[src/rtl/cap_pkg.sv]
package cap_pkg;

  typedef enum logic [1:0] {
    EDGE_NONE = 2'b00,
    EDGE_RISE = 2'b01,
    EDGE_FALL = 2'b10,
    EDGE_BOTH = 2'b11
  } edge_mode_t;

  typedef enum logic [1:0] {
    STK_EMPTY = 2'b00,
    STK_ONE   = 2'b01,
    STK_TWO   = 2'b10,
    STK_LOST  = 2'b11
  } stk_stat_t;

  // Decide whether a detected transition is one the mode asks for.
  function automatic logic edge_hit(edge_mode_t m, logic rise, logic fall);
    case (m)
      EDGE_RISE: edge_hit = rise;
      EDGE_FALL: edge_hit = fall;
      EDGE_BOTH: edge_hit = rise | fall;
      default:   edge_hit = 1'b0;
    endcase
  endfunction

  // Stack status after one cycle; a pop on an empty stack is ignored,
  // and a simultaneous pop is applied before the push.
  function automatic stk_stat_t next_status(stk_stat_t s, logic push, logic pop);
    logic pop_eff;
    pop_eff = pop && (s != STK_EMPTY);
    if (push && pop_eff)
      next_status = (s == STK_ONE) ? STK_ONE : STK_TWO;
    else if (push)
      next_status = (s == STK_EMPTY) ? STK_ONE :
                    (s == STK_ONE)   ? STK_TWO : STK_LOST;
    else if (pop_eff)
      next_status = (s == STK_ONE) ? STK_EMPTY : STK_ONE;
    else
      next_status = s;
  endfunction

endpackage

[src/rtl/cap_timer.sv]
module cap_timer #(
  parameter int TW = 16,
  parameter int PW = 3
) (
  input  logic          clk,
  input  logic          rst_n,
  input  logic [PW-1:0] presc,
  output logic [TW-1:0] value
);
  localparam int DIVW = (1 << PW) - 1;

  logic [DIVW-1:0] div_cnt;
  logic            tick;

  // One tick whenever the low 'sel' bits of the divider are all ones.
  function automatic logic presc_tick(logic [DIVW-1:0] cnt, logic [PW-1:0] sel);
    logic [DIVW-1:0] mask;
    mask = (DIVW'(1) << sel) - DIVW'(1);
    return (cnt & mask) == mask;
  endfunction

  assign tick = presc_tick(div_cnt, presc);

  always_ff @(posedge clk) begin
    if (!rst_n) begin
      div_cnt <= '0;
      value   <= '0;
    end else begin
      div_cnt <= div_cnt + DIVW'(1);
      if (tick) value <= value + TW'(1);
    end
  end
endmodule

[src/rtl/cap_edge_sync.sv]
module cap_edge_sync #(
  parameter int SYNC = 2
) (
  input  logic clk,
  input  logic rst_n,
  input  logic pin,
  output logic rise,
  output logic fall
);
  logic [SYNC:0] chain;

  always_ff @(posedge clk) begin
    if (!rst_n) chain <= '0;
    else        chain <= {chain[SYNC-1:0], pin};
  end

  // chain[SYNC-1] is the synchronised level, chain[SYNC] its previous value.
  assign rise =  chain[SYNC-1] & ~chain[SYNC];
  assign fall = ~chain[SYNC-1] &  chain[SYNC];
endmodule

[src/rtl/cap_stack.sv]
module cap_stack
  import cap_pkg::*;
#(
  parameter int TW = 16
) (
  input  logic          clk,
  input  logic          rst_n,
  input  logic          push,
  input  logic [TW-1:0] push_val,
  input  logic          pop,
  output logic [TW-1:0] top_val,
  output stk_stat_t     stat
);
  logic [TW-1:0] top_q, bot_q;
  logic          pop_eff;

  assign pop_eff = pop && (stat != STK_EMPTY);

  always_ff @(posedge clk) begin
    if (!rst_n) begin
      top_q <= '0;
      bot_q <= '0;
      stat  <= STK_EMPTY;
    end else begin
      stat <= next_status(stat, push, pop);
      if (push && pop_eff) begin
        if (stat == STK_ONE) top_q <= push_val;
        else begin
          top_q <= bot_q;
          bot_q <= push_val;
        end
      end else if (push) begin
        case (stat)
          STK_EMPTY: top_q <= push_val;
          STK_ONE:   bot_q <= push_val;
          default: begin
            top_q <= bot_q;
            bot_q <= push_val;
          end
        endcase
      end else if (pop_eff && stat != STK_ONE) begin
        top_q <= bot_q;
      end
    end
  end

  assign top_val = top_q;
endmodule

[src/rtl/edge_capture_unit.sv]
module edge_capture_unit
  import cap_pkg::*;
#(
  parameter int TW   = 16,
  parameter int PW   = 3,
  parameter int CW   = 16,
  parameter int SYNC = 2
) (
  input  logic          clk,
  input  logic          rst_n,
  input  logic          cap_pin,
  input  logic [1:0]    cfg_edge,
  input  logic          cfg_tsel,
  input  logic [PW-1:0] cfg_presc_a,
  input  logic [PW-1:0] cfg_presc_b,
  input  logic          cfg_irq_en,
  input  logic          rd_en,
  output logic [TW-1:0] rd_data,
  output logic [1:0]    status,
  output logic [CW-1:0] edge_count,
  output logic          irq,
  output logic [TW-1:0] timer_a,
  output logic [TW-1:0] timer_b
);
  localparam int NTIMER = 2;

  logic [NTIMER-1:0][PW-1:0] presc_arr;
  logic [NTIMER-1:0][TW-1:0] tval;
  logic                      rise, fall;
  logic                      cap_evt;
  logic [TW-1:0]             cap_val;
  stk_stat_t                 stat;
  logic                      irq_q;
  logic [CW-1:0]             cnt_q;

  assign presc_arr[0] = cfg_presc_a;
  assign presc_arr[1] = cfg_presc_b;

  for (genvar g = 0; g < NTIMER; g++) begin : g_tmr
    cap_timer #(.TW(TW), .PW(PW)) u_tmr (
      .clk   (clk),
      .rst_n (rst_n),
      .presc (presc_arr[g]),
      .value (tval[g])
    );
  end

  cap_edge_sync #(.SYNC(SYNC)) u_sync (
    .clk   (clk),
    .rst_n (rst_n),
    .pin   (cap_pin),
    .rise  (rise),
    .fall  (fall)
  );

  assign cap_evt = edge_hit(edge_mode_t'(cfg_edge), rise, fall);
  assign cap_val = tval[cfg_tsel];

  cap_stack #(.TW(TW)) u_stk (
    .clk      (clk),
    .rst_n    (rst_n),
    .push     (cap_evt),
    .push_val (cap_val),
    .pop      (rd_en),
    .top_val  (rd_data),
    .stat     (stat)
  );

  always_ff @(posedge clk) begin
    if (!rst_n) begin
      cnt_q <= '0;
      irq_q <= 1'b0;
    end else begin
      if (cap_evt) cnt_q <= cnt_q + CW'(1);
      irq_q <= cap_evt & cfg_irq_en;
    end
  end

  assign status     = stat;
  assign edge_count = cnt_q;
  assign irq        = irq_q;
  assign timer_a    = tval[0];
  assign timer_b    = tval[1];
endmodule

[config.mk]
export PLATFORM = sky130hd
export DESIGN_NAME = edge_capture_unit
export DESIGN_NICKNAME = d
export VERILOG_FILES = /design/src/rtl/cap_pkg.sv /design/src/rtl/cap_timer.sv /design/src/rtl/cap_edge_sync.sv /design/src/rtl/cap_stack.sv /design/src/rtl/edge_capture_unit.sv
export SDC_FILE = /design/constraint.sdc
export NUM_CORES = 1
export LEC_CHECK = 0
export BUFFER_PORTS_ARGS = -buffer_cell sky130_fd_sc_hd__buf_2
export CAP_MARGIN = 30
export CORE_ASPECT_RATIO = 1.4
export CORE_MARGIN = 2
export CORE_UTILIZATION = 45
export CTS_CLUSTER_DIAMETER = 60
export DETAILED_ROUTE_END_ITERATION = 6
export GPL_TIMING_DRIVEN = 0
export PLACE_DENSITY = 0.77
export SLEW_MARGIN = 20
export SYNTH_ARGS = -nofsm -noshare
export SYNTH_HDL_FRONTEND = slang
export SYNTH_SLANG_ARGS = --single-unit
[constraint.sdc]
create_clock -name clk -period 2.15 [get_ports clk]
set_input_delay 0.215 -clock clk [delete_from_list [all_inputs] [get_ports clk]]
set_output_delay 0.215 -clock clk [all_outputs]
set_load 0.02 [all_outputs]
# Word level (Yosys, flattened, before mapping)
# Cells that the tools add are included.
# W data, S select, Z words.
[op_classes]
add_sub_neg = 7
n_lt_le_gt_ge = 1
n_eq_ne = 10
n_shift = 2
muxes = 19
n_bitwise = 8
reduce_logical = 10
[op_table]
columns = ["cell", "n"]
rows = [
  ["$mux W16", 10],
  ["$add A16 B1 Y16 const B", 3],
  ["$pmux W16 S2", 1],
  ["$add A7 B1 Y7 const B", 2],
  ["$and A7 B7 Y7", 2],
  ["$eq A7 B7 Y1", 2],
  ["$shl A1 B3 Y7 const A", 2],
  ["$sub A7 B2 Y7 const B", 2],
  ["$mux W2", 5],
  ["$reduce_bool A3 Y1", 2],
  ["$eq A2 B1 Y1 const B", 2],
  ["$eq A2 B2 Y1 const B", 2],
  ["$ne A2 B2 Y1 const B", 2],
  ["$reduce_bool A2 Y1", 2],
  ["$and A1 B1 Y1", 3],
  ["$logic_and A1 B1 Y1", 3],
  ["$ne A3 B3 Y1 const B", 1],
  ["$pmux W1 S3", 1],
  ["$reduce_and A3 Y1", 1],
  ["$logic_not A2 Y1", 1],
  ["$lt A1 B2 Y1 const B", 1],
  ["$mux W1", 2],
  ["$ne A2 B1 Y1 const B", 1],
  ["$not A1 Y1", 2],
  ["other kinds (2)", 2],
]
[totals]
register_bits = 100
input_bits = 14
output_inout_bits = 67

# Longest topological paths before layout
# Gate-level depths: netlist of run 1.
[depth]
ltp_word = 7
depth_mapped = 9
mapped_depth_nobuf = 7

# Hierarchy
# From an unflattened synthesis of run 1, not the netlist that was laid out.
[hier_totals]
hier_cells = 511
hier_area_um2 = 4774.6
[modules_own_cells]
columns = ["mod", "instances", "cells_per_inst", "area_each_um2", "seq_area_each_um2"]
rows = [
  ["cap_stack", 1, 141, 1436.4, 680.7],
  ["cap_timer at g_tmr[0].u_tmr", 1, 129, 1121.1, 460.4],
  ["cap_timer at g_tmr[1].u_tmr", 1, 129, 1117.3, 460.4],
  ["edge_capture_unit", 1, 104, 1008.5, 340.3],
  ["cap_edge_sync", 1, 8, 91.3, 60.1],
]

# Least setup slack after synthesis of run 1
# OpenSTA, ideal clock, no wires.
[synth_path]
kind = "flip-flop to flip-flop"
startpoint = "register u_sync.chain[1]"
endpoint = "register cnt_q[12], in the netlist edge_count[12]"
setup_time_ns = 0.139
arrival_ns = 1.729
setup_slack_ns = 0.283
path_stages_with_launch = 8
period_less_slack_ns = 1.867
cell_sequence = "dfxtp_1 -> inv_1 -> ha_1 -> nand2b_1 -> a21bo_2 -> buf_2 -> a2111oi_0 -> o21ai_0"
[synth_between]
elab_chain_cells = 4
word_cells_on_any_way = 5
[synth_rtl]
columns = ["element", "line", "rtl"]
rows = [
  ["start: declaration", "cap_edge_sync.sv:10", "logic [SYNC:0] chain;"],
  ["start signal: assignment", "cap_edge_sync.sv:14", "else chain <= {chain[SYNC-1:0], pin};"],
  ["$not A1 Y1", "cap_edge_sync.sv:19", "assign fall = ~chain[SYNC-1] & chain[SYNC];"],
  ["$and A1 B1 Y1", "cap_edge_sync.sv:19", ""],
  ["$or A1 B1 Y1", "cap_pkg.sv:22", "EDGE_BOTH: edge_hit = rise | fall;"],
  ["$pmux W1 S3 (*)", "cap_pkg.sv:19", "case (m)"],
  ["end signal: assignment", "edge_capture_unit.sv:74", "if (cap_evt) cnt_q <= cnt_q + CW'(1);"],
  ["end: declaration", "edge_capture_unit.sv:34", "logic [CW-1:0] cnt_q;"],
]
# Every way passes the cells marked *; elsewhere a longest branch is shown, timed or not.
# A chain may end at the register's enable or synchronous reset.

# Worst setup path in the final report of run 1
[layout_path]
startpoint = "register u_sync.chain[1]"
endpoint = "register u_stk.bot_q[6]"
[layout_between]
elab_chain_cells = 7
word_cells_on_any_way = 11
[layout_rtl]
columns = ["element", "line", "rtl"]
rows = [
  ["$not A1 Y1", "cap_edge_sync.sv:19", ""],
  ["$and A1 B1 Y1", "cap_edge_sync.sv:19", ""],
  ["$or A1 B1 Y1", "cap_pkg.sv:22", ""],
  ["$pmux W1 S3 (*)", "cap_pkg.sv:19", ""],
  ["$logic_and A1 B1 Y1", "cap_stack.sv:26", "if (push && pop_eff) begin"],
  ["$ne A2 B2 Y1 (no line) or $reduce_bool A2 Y1 (tied branches)", "n/a", ""],
  ["$reduce_and A3 Y1 (no line)", "n/a", ""],
  ["end signal: assignment", "cap_stack.sv:30", "bot_q <= push_val;"],
  ["end signal: assignment", "cap_stack.sv:35", "STK_ONE: bot_q <= push_val;"],
  ["end signal: assignment", "cap_stack.sv:38", "bot_q <= push_val;"],
  ["end: declaration", "cap_stack.sv:14", "logic [TW-1:0] top_q, bot_q;"],
]
# Marks and branches as above.

==> out/qor.csv, run 1 <==
stage,metric,value,unit
status,status,finished clean,
critical_path,worstPathRequired,2.41,ns
synthesis,synth_ff_type,dfxtp_1,
global_routing,grt_use_total,21.9,%
die,core-area,10300,sq um
critical_path,r2r_start,u_sync.chain[1],
critical_path,timing.rr.end,u_stk.bot_q[6],
placement,port_buffers,79,
placement,gp_congestion,0.841,
power_and_ir_drop,p_sw_share,22.7,%
timing,setup_violations,0,
power_and_ir_drop,peakVddDrop,0.000360,V
drt,drt-wirelength-per-cell,16.7,um
synthesis,synth_area,4770,sq um
synthesis,synth_edf_count,0,
global_routing,grt-ovfl-total,0,
synthesis,yosysSeqAreaShare,42.0,%
global_routing,grt_pass1_wl,20300,um
hold_path,min_path_type,input pin to flop,
global_routing,grt_max_degree,15,
power_and_ir_drop,pwr-share-clk,43.2,%
placement,place_inst,746,
drt,ant_nets,0,
clock_tree,clkLatencyLatePin,0.35,ns
timing,worst_slack,0.0709,ns
timing,hold_viol,0,
hold_path,hold_start,cap_pin,
clock_tree,clockBufferDepth,2,
timing,fmax,0.481,GHz
synthesis,ys_seq_elements,100,
drt,dr.pass1.iters,5,
critical_path,r2r_cells,9,
finish,fill_cells,974,
synthesis,synth.distinct_cells,54,
job,cap_viol_max_count,0,
clock_tree,htree_levels,3,
hold_path,hold_path_depth,2,
clock_tree,cts_tree,done,
global_routing,antenna_found_initial,1,
critical_path,worstPathArrival,2.34,ns
timing,period_needed,2.08,ns
placement,pre_cts_ws,-0.0309,ns
critical_path,critPathKind,flop to flop,
clock_tree,cts_root_buffer,clkbuf_16,
drt,drc,0,
die,start_util,46.1,%
timing,fin_skew,0.00777,ns
finish,fin_cells,766,
finish,drive_gt1_share,23.6,%
drt,wl,12800,um
timing,fin_crit_sh,96.7,%
power_and_ir_drop,cellLeakagePower,2.26,nW
synthesis,synthArstFlopShare,0,%
clock_tree,path_clk_slew,0.06,ns
critical_path,cp_max_fo,10,
synthesis,syn_avg_cell_area,9.02,sq um
clock_tree,cts_made_buffers,9,
die,dieWidth,91.0,um
timing,tightest_slew,0.701,ns
die,num_io_pins,81,
timing,whs,0.0839,ns
power_and_ir_drop,power.density,679,nW/um^2
global_routing,grt_pass1_vias,4192,
placement,hpwl,9290,um
power_and_ir_drop,power.switching,888,uW
die,rows,44,
clock_tree,ctsHoldBuffers,0,
finish,areaGrowthSynthToFinish,20.5,%
critical_path,cp-end-kind,flop,
power_and_ir_drop,share_seq_of_total_power,48.9,%
power_and_ir_drop,total_power,3.90,mW
timing,relSlewSlack,53.1,%
die,die_h,126,um
hold_path,min_to,u_sync.chain[0],
timing,final_max_slew_viol_count,0,
drt,drt_iter0_drc,329,
finish,mostFrequentLayoutCell,dfxtp_1,
synthesis,synthesis.nets,550,
timing,grt_setup_unrepaired,true,
power_and_ir_drop,p_int,3.02,mW
power_and_ir_drop,comb_power_share,7.9,%
drt,vias,4449,
critical_path,rrSetupSlack,0.07,ns
synthesis,yosys_warnings,0,
finish,final_nets,645,
clock_tree,clock_sinks,100,
drt,routed_via_density,5.81,
critical_path,start_kind,flop,
finish,final_cell_mix,"dfxtp_1, buf_2, nor2_1",
die,die_area,11500,sq um
synthesis,syn_inst,529,
-- power groups by stage --
| stage | combinational, mW | sequential, mW | clock [mW] |
|---|---|---|---|
| 2_1_floorplan | 0.195 | 1.96 | 0 |
| 3_3_place_gp | 0.288 | 1.95 | 0 |
| 3_5_place_dp | 0.296 | 1.95 | 0 |
| 4_1_cts | 0.298 | 1.91 | 1.70 |
| 5_1_grt | 0.334 | 1.91 | 1.78 |
| 6_report | 0.309 | 1.91 | 1.69 |
-- state kept, by name (all words and copies together), names as in the netlist --
signal / cells
edge_count: 16
g_tmr.u_tmr.div_cnt: 14
g_tmr.u_tmr.value: 32
irq: 1
u_stk.bot_q: 16
u_stk.stat: 2
u_stk.top_val: 16
u_sync.chain: 3
-- cell usage after synthesis, types with 7 or more instances --
master	n	share of area [%]
a211oi_1	19	3.0
a21oi_1	48	5.0
a31o_2	18	3.3
and2_1	8	1.0
and3_1	9	1.2
buf_2	13	1.4
clkbuf_1	13	1.0
dfxtp_1	100	42
ha_1	7	1.8
inv_1	9	0.71
mux2i_1	24	5.0
nand2_1	36	2.8
nand2b_1	15	2.0
nand3_1	22	2.3
nand4_1	11	1.4
nor2_1	53	4.2
o21ai_0	15	1.6
o2bb2ai_1	16	2.9
or3_1	10	1.3
xnor2_1	13	2.4
xor2_1	11	2.0
-- cells by family (layout without fill, tap and decap cells) --
family                   after synthesis  count (layout)  share of synthesized area [%]
other                                  0               1                              0
AND/OR/NAND/NOR                      194             194                           21.9
multiplexers                          24              24                           5.04
adder cells (fa/ha/maj)                7               7                           1.84
flip-flops                           100             100                           42.0
XOR/XNOR                              24              24                           4.41
buffers and inverters                 37             135                           3.41
AO/OA/AOI/OAI                        143             143                           21.5
-- cell type report --
class / instances / area (sq um) / share of cell area [%]
clock buffer: 13 / 280 / 4.88
clock inverter: 1 / 30.0 / 0.522
antenna: 1 / 2.50 / 0.0435
timing repair buffer: 84 / 430 / 7.49
inverter: 9 / 33.8 / 0.588
sequential: 100 / 2000 / 34.8
buffer: 28 / 153 / 2.66
tap: 138 / 173 / 3.00
multi-input combinational: 392 / 2640 / 46.0
-- worst max-delay path by stage --
stage                                from                 to  slack (ns)  cells past startpoint
after floorplan           u_sync.chain[1]     edge_count[12]        0.28                      7
after global placement    u_sync.chain[1]  u_stk.top_val[13]        0.01                      8
after detailed placement  u_sync.chain[1]  u_stk.top_val[15]       -0.03                      8
after CTS                 u_sync.chain[1]     edge_count[14]        0.02                      7
after global routing      u_sync.chain[1]  u_stk.top_val[12]      -0.006                      8
final                     u_sync.chain[1]     u_stk.bot_q[6]        0.07                      9
-- worst max-delay path: stages (launching register included) --
cell and delay, ns:
dfxtp_1 0.35, inv_1 0.06, ha_1 0.29, nand2b_4 0.15, a21bo_2 0.20, clkbuf_4 0.20, a21oi_4 0.26, buf_2 0.22
nor2_1 0.06, a211oi_1 0.21
-- per-stage QoR --
stage	TNS (ns)	instance area [sq um]	utilization, %
floorplan	0	4770	-
global placement	0	5340	51.6
detailed placement	-0.172	5340	51.6
CTS	0	5660	54.7
global route	-0.00802	5750	55.5
finish	0	5750	55.5
-- metal layers --
layer  GRT usage, %  wire [um]  vias to the layer above
met1           26.3       5240                     2137
met2           38.6       6540                      168
met3           3.11        696                       22
met5              0          0                        -
met4           9.71        317                        0
li1               -          -                     2122
-- repair_timing --
action / CTS / global route
gates cloned: 0 / 1
endpoints found under the setup margin: 11 / 35
setup buffers: 0 / 4
pin swaps: 0 / 2
gates resized for setup: 2 / 19
No activity file was read; power rests on OpenSTA's default activity.
==> run 2: changes to the inputs <==
--- a/config.mk
+++ b/config.mk
@@ -14,6 +14,8 @@
 export DETAILED_ROUTE_END_ITERATION = 6
 export GPL_TIMING_DRIVEN = 0
 export PLACE_DENSITY = 0.77
+export RECOVER_POWER = 25
+export SKIP_LAST_GASP = 1
 export SLEW_MARGIN = 20
 export SYNTH_ARGS = -nofsm -noshare
 export SYNTH_HDL_FRONTEND = slang
==> run 2 against run 1 <==
Compared with the run above:
- register-to-register slack about the same
- sequential power about the same
- global-route usage unchanged
- final area decreased by 0.83%
- sequential share of layout area increased by 0.29 points
- clock skew about the same
- total power about the same
- die area unchanged
- combinational power about the same
- critical path depth unchanged
- critical endpoint unchanged
==> out/qor.csv, run 2 (synthesized netlist as in run 1, its figures left out) <==
stage,metric,value,unit,change
status,status,finished clean,,
finish,largest_register_ffs,32,,unchanged
timing,grt_setup_unrepaired,true,,
die,start_util,46.1,%,unchanged
timing,whs,0.0842,ns,+0.000384 ns
drt,ant_nets,0,,unchanged
timing,setup_violations,0,,unchanged
drt,vias,4445,,-0.090%
placement,hpwl,9290,um,unchanged
critical_path,start_kind,flop,,
timing,period_needed,2.07,ns,-0.00912 ns
clock_tree,ctsHoldBuffers,0,,unchanged
placement,placed_area,5340,sq um,unchanged
placement,port_buffers,79,,unchanged
critical_path,cp-end-kind,flop,,
die,rows,44,,unchanged
global_routing,grt_use_total,21.9,%,unchanged
global_routing,grt_pass1_wl,20300,um,unchanged
clock_tree,clock_sinks,100,,unchanged
die,die_area,11500,sq um,unchanged
drt,dr.pass1.iters,5,,unchanged
critical_path,worstPathRequired,2.41,ns,about the same
critical_path,cp_num_buf_inv,3,,unchanged
finish,drive_gt1_share,17.5,%,-6.1 points
critical_path,crit_slowest_cell,dfxtp_1,,
global_routing,antenna_found_initial,1,,unchanged
finish,final_cell_mix,"dfxtp_1, nor2_1, clkbuf_1",,
clock_tree,cts_made_buffers,9,,unchanged
critical_path,cp_max_fo,10,,unchanged
finish,design_area,5700,sq um,-0.83%
placement,gp_congestion,0.841,,unchanged
global_routing,grt_pass1_vias,4192,,unchanged
clock_tree,clkLatencyLatePin,0.35,ns,about the same
critical_path,crit_family,compound AO/OA/AOI/OAI gates,,
die,num_io_pins,81,,unchanged
critical_path,critPathKind,flop to flop,,
critical_path,worstPathArrival,2.33,ns,about the same
die,core-area,10300,sq um,unchanged
job,cap_viol_max_count,0,,unchanged
timing,final_max_slew_viol_count,0,,unchanged
drt,drc,0,,unchanged
power_and_ir_drop,power.density,685,nW/um^2,+0.87%
critical_path,slowest_delay,0.35,ns,about the same
timing,relSlewSlack,53.2,%,about the same
finish,final_util,55.1,%,-0.46 points
finish,areaGrowthSynthToFinish,19.5,%,
timing,fin_crit_sh,96.3,%,-0.42 points
timing,tightest_slew,0.701,ns,-0.000317 ns
clock_tree,path_clk_slew,0.07,ns,about the same
finish,mostFrequentLayoutCell,dfxtp_1,,
global_routing,grt_max_degree,15,,unchanged
die,dieWidth,91.0,um,unchanged
clock_tree,cts_root_buffer,clkbuf_16,,
drt,drt-wirelength-per-cell,16.7,um,about the same
power_and_ir_drop,peakVddDrop,0.000360,V,about the same
timing,hold_viol,0,,unchanged
placement,pre_cts_ws,-0.0309,ns,unchanged
global_routing,grt-ovfl-total,0,,unchanged
finish,final_nets,645,,unchanged
clock_tree,htree_levels,3,,unchanged
drt,drt_iter0_drc,345,,+4.9%
timing,worst_slack,0.0800,ns,+0.00912 ns
placement,place_inst,746,,unchanged
drt,routed_via_density,5.80,,about the same
critical_path,cp_cell_sequence,"inv_1, ha_1, nand2b_4, a21bo_2, clkbuf_4, a21oi_4, buf_2, nor2_1, a211oi_1",,
hold_path,min_path_type,input pin to flop,,
finish,fin_cells,766,,unchanged
timing,fin_skew,0.00782,ns,+0.0000474 ns
timing,fmax,0.483,GHz,+0.44%
clock_tree,cts_tree,done,,
finish,regMostFlops,g_tmr.u_tmr.value,,
die,die_h,126,um,unchanged
power_and_ir_drop,total_power,3.90,mW,about the same
drt,wl,12800,um,about the same
clock_tree,clockBufferDepth,2,,unchanged
timing,tns,0,ns,unchanged
power_and_ir_drop,cellLeakagePower,2.09,nW,-7.4%
-- run 2: cell types whose count changed in the layout (fill, tap and decap cells not counted) --
cell and delta:
clkbuf_1 +38, buf_2 -38
-- run 2: timing repair --
item | in CTS | in global routing
buffers inserted | 0 | 4
pin swaps | 0 | 2
endpoints found under the setup margin | 11 | 35
cloned | 0 | 1
gates resized for setup | 2 | 19
hold endpoints to repair | 0 | 0
-- run 2: path summary, 6_finish.rpt --
kind,slack (ns),startpoint,to,cells past startpoint
setup / recovery,0.08,u_sync.chain[1],u_stk.bot_q[6],9
hold / removal,0.08,cap_pin,u_sync.chain[0],2
setup reg to reg,0.08,u_sync.chain[1],u_stk.bot_q[6],9
hold reg to reg,0.44,u_sync.chain[0],u_sync.chain[1],1
-- run 2: routing by layer --
layer	share of wire, %	vias up	global-route usage (%)
met3	5.3	24	3.11
met4	2.6	0	9.71
met1	41	2134	26.3
li1	-	2124	-
met5	0	-	0
met2	51	163	38.6
-- run 2: layout make-up --
type / count / area (sq um)
Buffer: 28 / 153
Timing Repair Buffer: 84 / 383
Fill cell: 988 / 4650
Sequential cell: 100 / 2000
Clock buffer: 13 / 280
Clock inverter: 1 / 30.0
Tap cell: 138 / 173
Inverter: 9 / 33.8
Antenna cell: 1 / 2.50
Multi-Input combinational cell: 392 / 2640
-- run 2: power breakdown --
part           switching (mW)  internal, mW
logic                   0.189         0.118
clock network           0.675          1.02
registers              0.0276          1.88
==> run 3: changes to the inputs <==
--- a/config.mk
+++ b/config.mk
@@ -5,6 +5,7 @@
 export SDC_FILE = /design/constraint.sdc
 export NUM_CORES = 1
 export LEC_CHECK = 0
+export ABC_AREA = 1
 export BUFFER_PORTS_ARGS = -buffer_cell sky130_fd_sc_hd__buf_2
 export CAP_MARGIN = 30
 export CORE_ASPECT_RATIO = 1.4
==> run 3 against run 2 <==
Compared with the run above:
- setup slack improved by 0.20 ns
- final area up 8.0%
- final cell count increased by 41%
- clock skew rose by 0.00056 ns
- critical path depth is 1 higher
- clock power grew 4%
- utilization fell by 1.1 points
- total power increased by 4.5%
- die area is 11% higher
- routed wire length up 9.4%
- largest cell class unchanged
==> out/qor.csv, run 3 <==
stage,metric,value,unit,change
finish,final_util,54.0,%,-1.1 points
clock_tree,cts_root_buffer,clkbuf_16,,
power_and_ir_drop,pwr-share-clk,43.1,%,-0.2 points
synthesis,ys_seq_elements,100,,unchanged
global_routing,grt-ovfl-total,0,,unchanged
synthesis,synth_common_cells,"nand2_1, nor2_1, dfxtp_1, inv_1, a21oi_1",,
global_routing,grt_pass1_wl,22900,um,+12%
placement,hpwl,10300,um,+11%
power_and_ir_drop,p_sw_share,24.8,%,+2.0 points
timing,tightest_slew,0.715,ns,+0.0141 ns
finish,regMostFlops,g_tmr.u_tmr.value,,
timing,fin_skew,0.00838,ns,+0.000557 ns
hold_path,min_path_type,input pin to flop,,
power_and_ir_drop,share_seq_of_total_power,47.4,%,-1.4 points
finish,mostFrequentLayoutCell,nand2_1,,
die,rows,46,,+4.5%
timing,fin_crit_sh,87.2,%,-9.1 points
synthesis,synthArstFlopShare,0,%,unchanged
synthesis,yosys_warnings,0,,unchanged
timing,whs,0.0650,ns,-0.0193 ns
global_routing,grt_use_total,22.6,%,+0.68 points
drt,ant_nets,0,,unchanged
finish,drive_gt1_share,9.58,%,-8.0 points
clock_tree,htree_levels,3,,unchanged
clock_tree,ctsHoldBuffers,0,,unchanged
die,dieWidth,95.8,um,+5.2%
finish,final_cell_mix,"nand2_1, nor2_1, dfxtp_1",,
synthesis,synthTopCellsByArea,"dfxtp_1, nand2_1, nor2_1",,
synthesis,synth_most_common_cell,nand2_1,,
critical_path,crit_path_start,u_sync.chain[1],,
clock_tree,cts_made_buffers,9,,unchanged
finish,antenna_cells,0,,-1
critical_path,crit_family,buffers and inverters,,
power_and_ir_drop,p_int,3.07,mW,+1.7%
global_routing,grt_pass1_vias,4889,,+17%
clock_tree,path_clk_slew,0.07,ns,about the same
status,status,finished clean,,
drt,dr.pass1.iters,5,,unchanged
critical_path,cp_cell_sequence,"inv_1, ha_1, inv_1, nand3_1, nand3_1, buf_2, nand2_1, buf_4, nand2_1, a21oi_1",,
critical_path,rrSetupSlack,0.28,ns,+0.20 ns
critical_path,cp_max_fo,10,,unchanged
power_and_ir_drop,comb_power_share,9.5,%,+1.7 points
hold_path,hold_path_depth,3,,+1
die,num_io_pins,81,,unchanged
die,core-area,11400,sq um,+10%
die,die_h,132,um,+5.3%
drt,routed_via_density,5.09,,-12%
timing,setup_violations,0,,unchanged
power_and_ir_drop,peakVddDrop,0.000402,V,+12%
power_and_ir_drop,cellLeakagePower,2.58,nW,+24%
timing,period_needed,1.87,ns,-0.196 ns
critical_path,cp.depth,10,,+1
critical_path,crit_slowest_cell,dfxtp_1,,
critical_path,worstPathRequired,2.36,ns,-0.05 ns
synthesis,syn_avg_cell_area,6.28,sq um,-30%
clock_tree,clock_sinks,100,,unchanged
timing,final_max_slew_viol_count,0,,unchanged
drt,wl,14000,um,+9.4%
critical_path,r2r_cells,10,,+1
synthesis,syn_inst,845,,+60%
finish,final_nets,955,,+48%
synthesis,synth.distinct_cells,30,,-44%
timing,fmax,0.534,GHz,+10%
timing,tns,0,ns,unchanged
job,cap_viol_max_count,0,,unchanged
synthesis,synth_area,5300,sq um,+11%
synthesis,synth_edf_count,0,,unchanged
clock_tree,clkLatencyLatePin,0.35,ns,about the same
finish,areaGrowthSynthToFinish,16.1,%,
critical_path,cp-endpoint,u_stk.bot_q[11],,
critical_path,slowest_delay,0.36,ns,about the same
clock_tree,clockBufferDepth,2,,unchanged
critical_path,cp-end-kind,flop,,
drt,drc,0,,unchanged
clock_tree,cts_tree,done,,
placement,gp_congestion,0.933,,+11%
clock_tree,ctsResizeCount,0,,-2
critical_path,critPathKind,flop to flop,,
clock_tree,post_cts_buffers,0,,unchanged
die,start_util,46.5,%,+0.46 points
critical_path,timing.rr.end,u_stk.bot_q[11],,
timing,relSlewSlack,52.3,%,-0.82 points
synthesis,yosysSeqAreaShare,37.7,%,-4.2 points
global_routing,antenna_found_initial,0,,-1
timing,hold_viol,0,,unchanged
critical_path,r2r_start,u_sync.chain[1],,
synthesis,netlist.area_leader.share,37.7,%,-4.2 points
critical_path,start_kind,flop,,
critical_path,cp_num_buf_inv,4,,+1
power_and_ir_drop,power.switching,1.01,mW,+14%
drt,vias,5512,,+24%
synthesis,synth.largest_area_cell,dfxtp_1,,
drt,drt-wirelength-per-cell,12.9,um,-23%
timing,grt_setup_unrepaired,false,,
die,die_area,12700,sq um,+11%
drt,drt_iter0_drc,217,,-37%
placement,port_buffers,78,,-1.3%
power_and_ir_drop,power.density,663,nW/um^2,-3.3%
synthesis,synthesis.nets,866,,+57%
synthesis,synth_ff_type,dfxtp_1,,
critical_path,worstPathArrival,2.08,ns,-0.25 ns
global_routing,grt_max_degree,16,,+1
finish,largest_register_ffs,32,,unchanged
-- run 3: cell types whose count changed in the layout (fill, tap and decap cells not counted), moves of 16 or more --
| cell | delta |
|---|---|
| nand2_1 | +272 |
| inv_1 | +72 |
| nor2_1 | +50 |
| nand3_1 | +36 |
| mux2i_1 | -24 |
| a21oi_1 | +21 |
| o21ai_0 | +21 |
| a31o_2 | -18 |
| a211oi_1 | -16 |
| o2bb2ai_1 | -16 |
-- run 3: worst min path at each step --
stage               startpoint               to
6_report               cap_pin  u_sync.chain[0]
2_1_floorplan          cap_pin  u_sync.chain[0]
3_5_place_dp   u_sync.chain[0]  u_sync.chain[1]
3_3_place_gp   u_sync.chain[0]  u_sync.chain[1]
4_1_cts                cap_pin  u_sync.chain[0]
5_1_grt                cap_pin  u_sync.chain[0]
-- run 3: final cells by class --
cell class | instances | area (sq um)
Fill cell | 1155 | 5240
Clock buffer | 12 | 246
Buffer | 29 | 149
Inverter | 82 | 308
Tap cell | 144 | 180
Multi-Input combinational cell | 634 | 2850
Timing Repair Buffer | 78 | 353
Sequential cell | 100 | 2000
Clock inverter | 4 | 72.6
-- run 3: power groups by stage --
stage               logic [mW]  clock network, mW  registers [mW]
floorplan                0.235                  0            2.01
global placement         0.394                  0            1.97
detailed placement       0.396                  0            1.97
CTS                      0.399               1.77            1.93
global route             0.437               1.85            1.94
finish                   0.389               1.76            1.93
-- run 3: worst register-to-register path: stages, from the launching register on --
cell and delay (ns):
dfxtp_1 0.36, inv_1 0.06, ha_1 0.28, inv_1 0.07
nand3_1 0.06, nand3_1 0.09, buf_2 0.23, nand2_1 0.21
buf_4 0.24, nand2_1 0.06, a21oi_1 0.06
-- run 3: kinds of logic after synthesis --
family / count (synthesis) / share of synthesized area, %
mux: 4 / 0.849
fa+ha+maj: 7 / 1.65
compound gates: 109 / 10.7
buf+inv: 111 / 8.61
simple gates: 505 / 38.9
flops: 100 / 37.7
xor+xnor: 9 / 1.49
-- run 3: through the flow --
| stage | cell area [sq um] | worst slack, ns | instances | power, mW |
|---|---|---|---|---|
| final | 6160 | 0.276 | 1083 | 4.08 |
| after global routing | 6160 | 0.0879 | 1083 | 4.22 |
| after CTS | 6190 | 0.294 | 1083 | 4.10 |
| after detailed placement | 5870 | 0.330 | 1067 | 2.37 |
| after global placement | 5870 | 0.334 | 1067 | 2.37 |
| after floorplan | 5300 | 0.571 | 845 | 2.25 |
-- run 3: layer usage --
layer / vias up / part of all wire, % / track usage [%]
met2: 158 / 48 / 38.0
li1: 2858 / - / -
met4: 0 / 2.4 / 9.21
met5: - / 0 / 0
met1: 2468 / 44 / 27.9
met3: 28 / 5.2 / 4.10
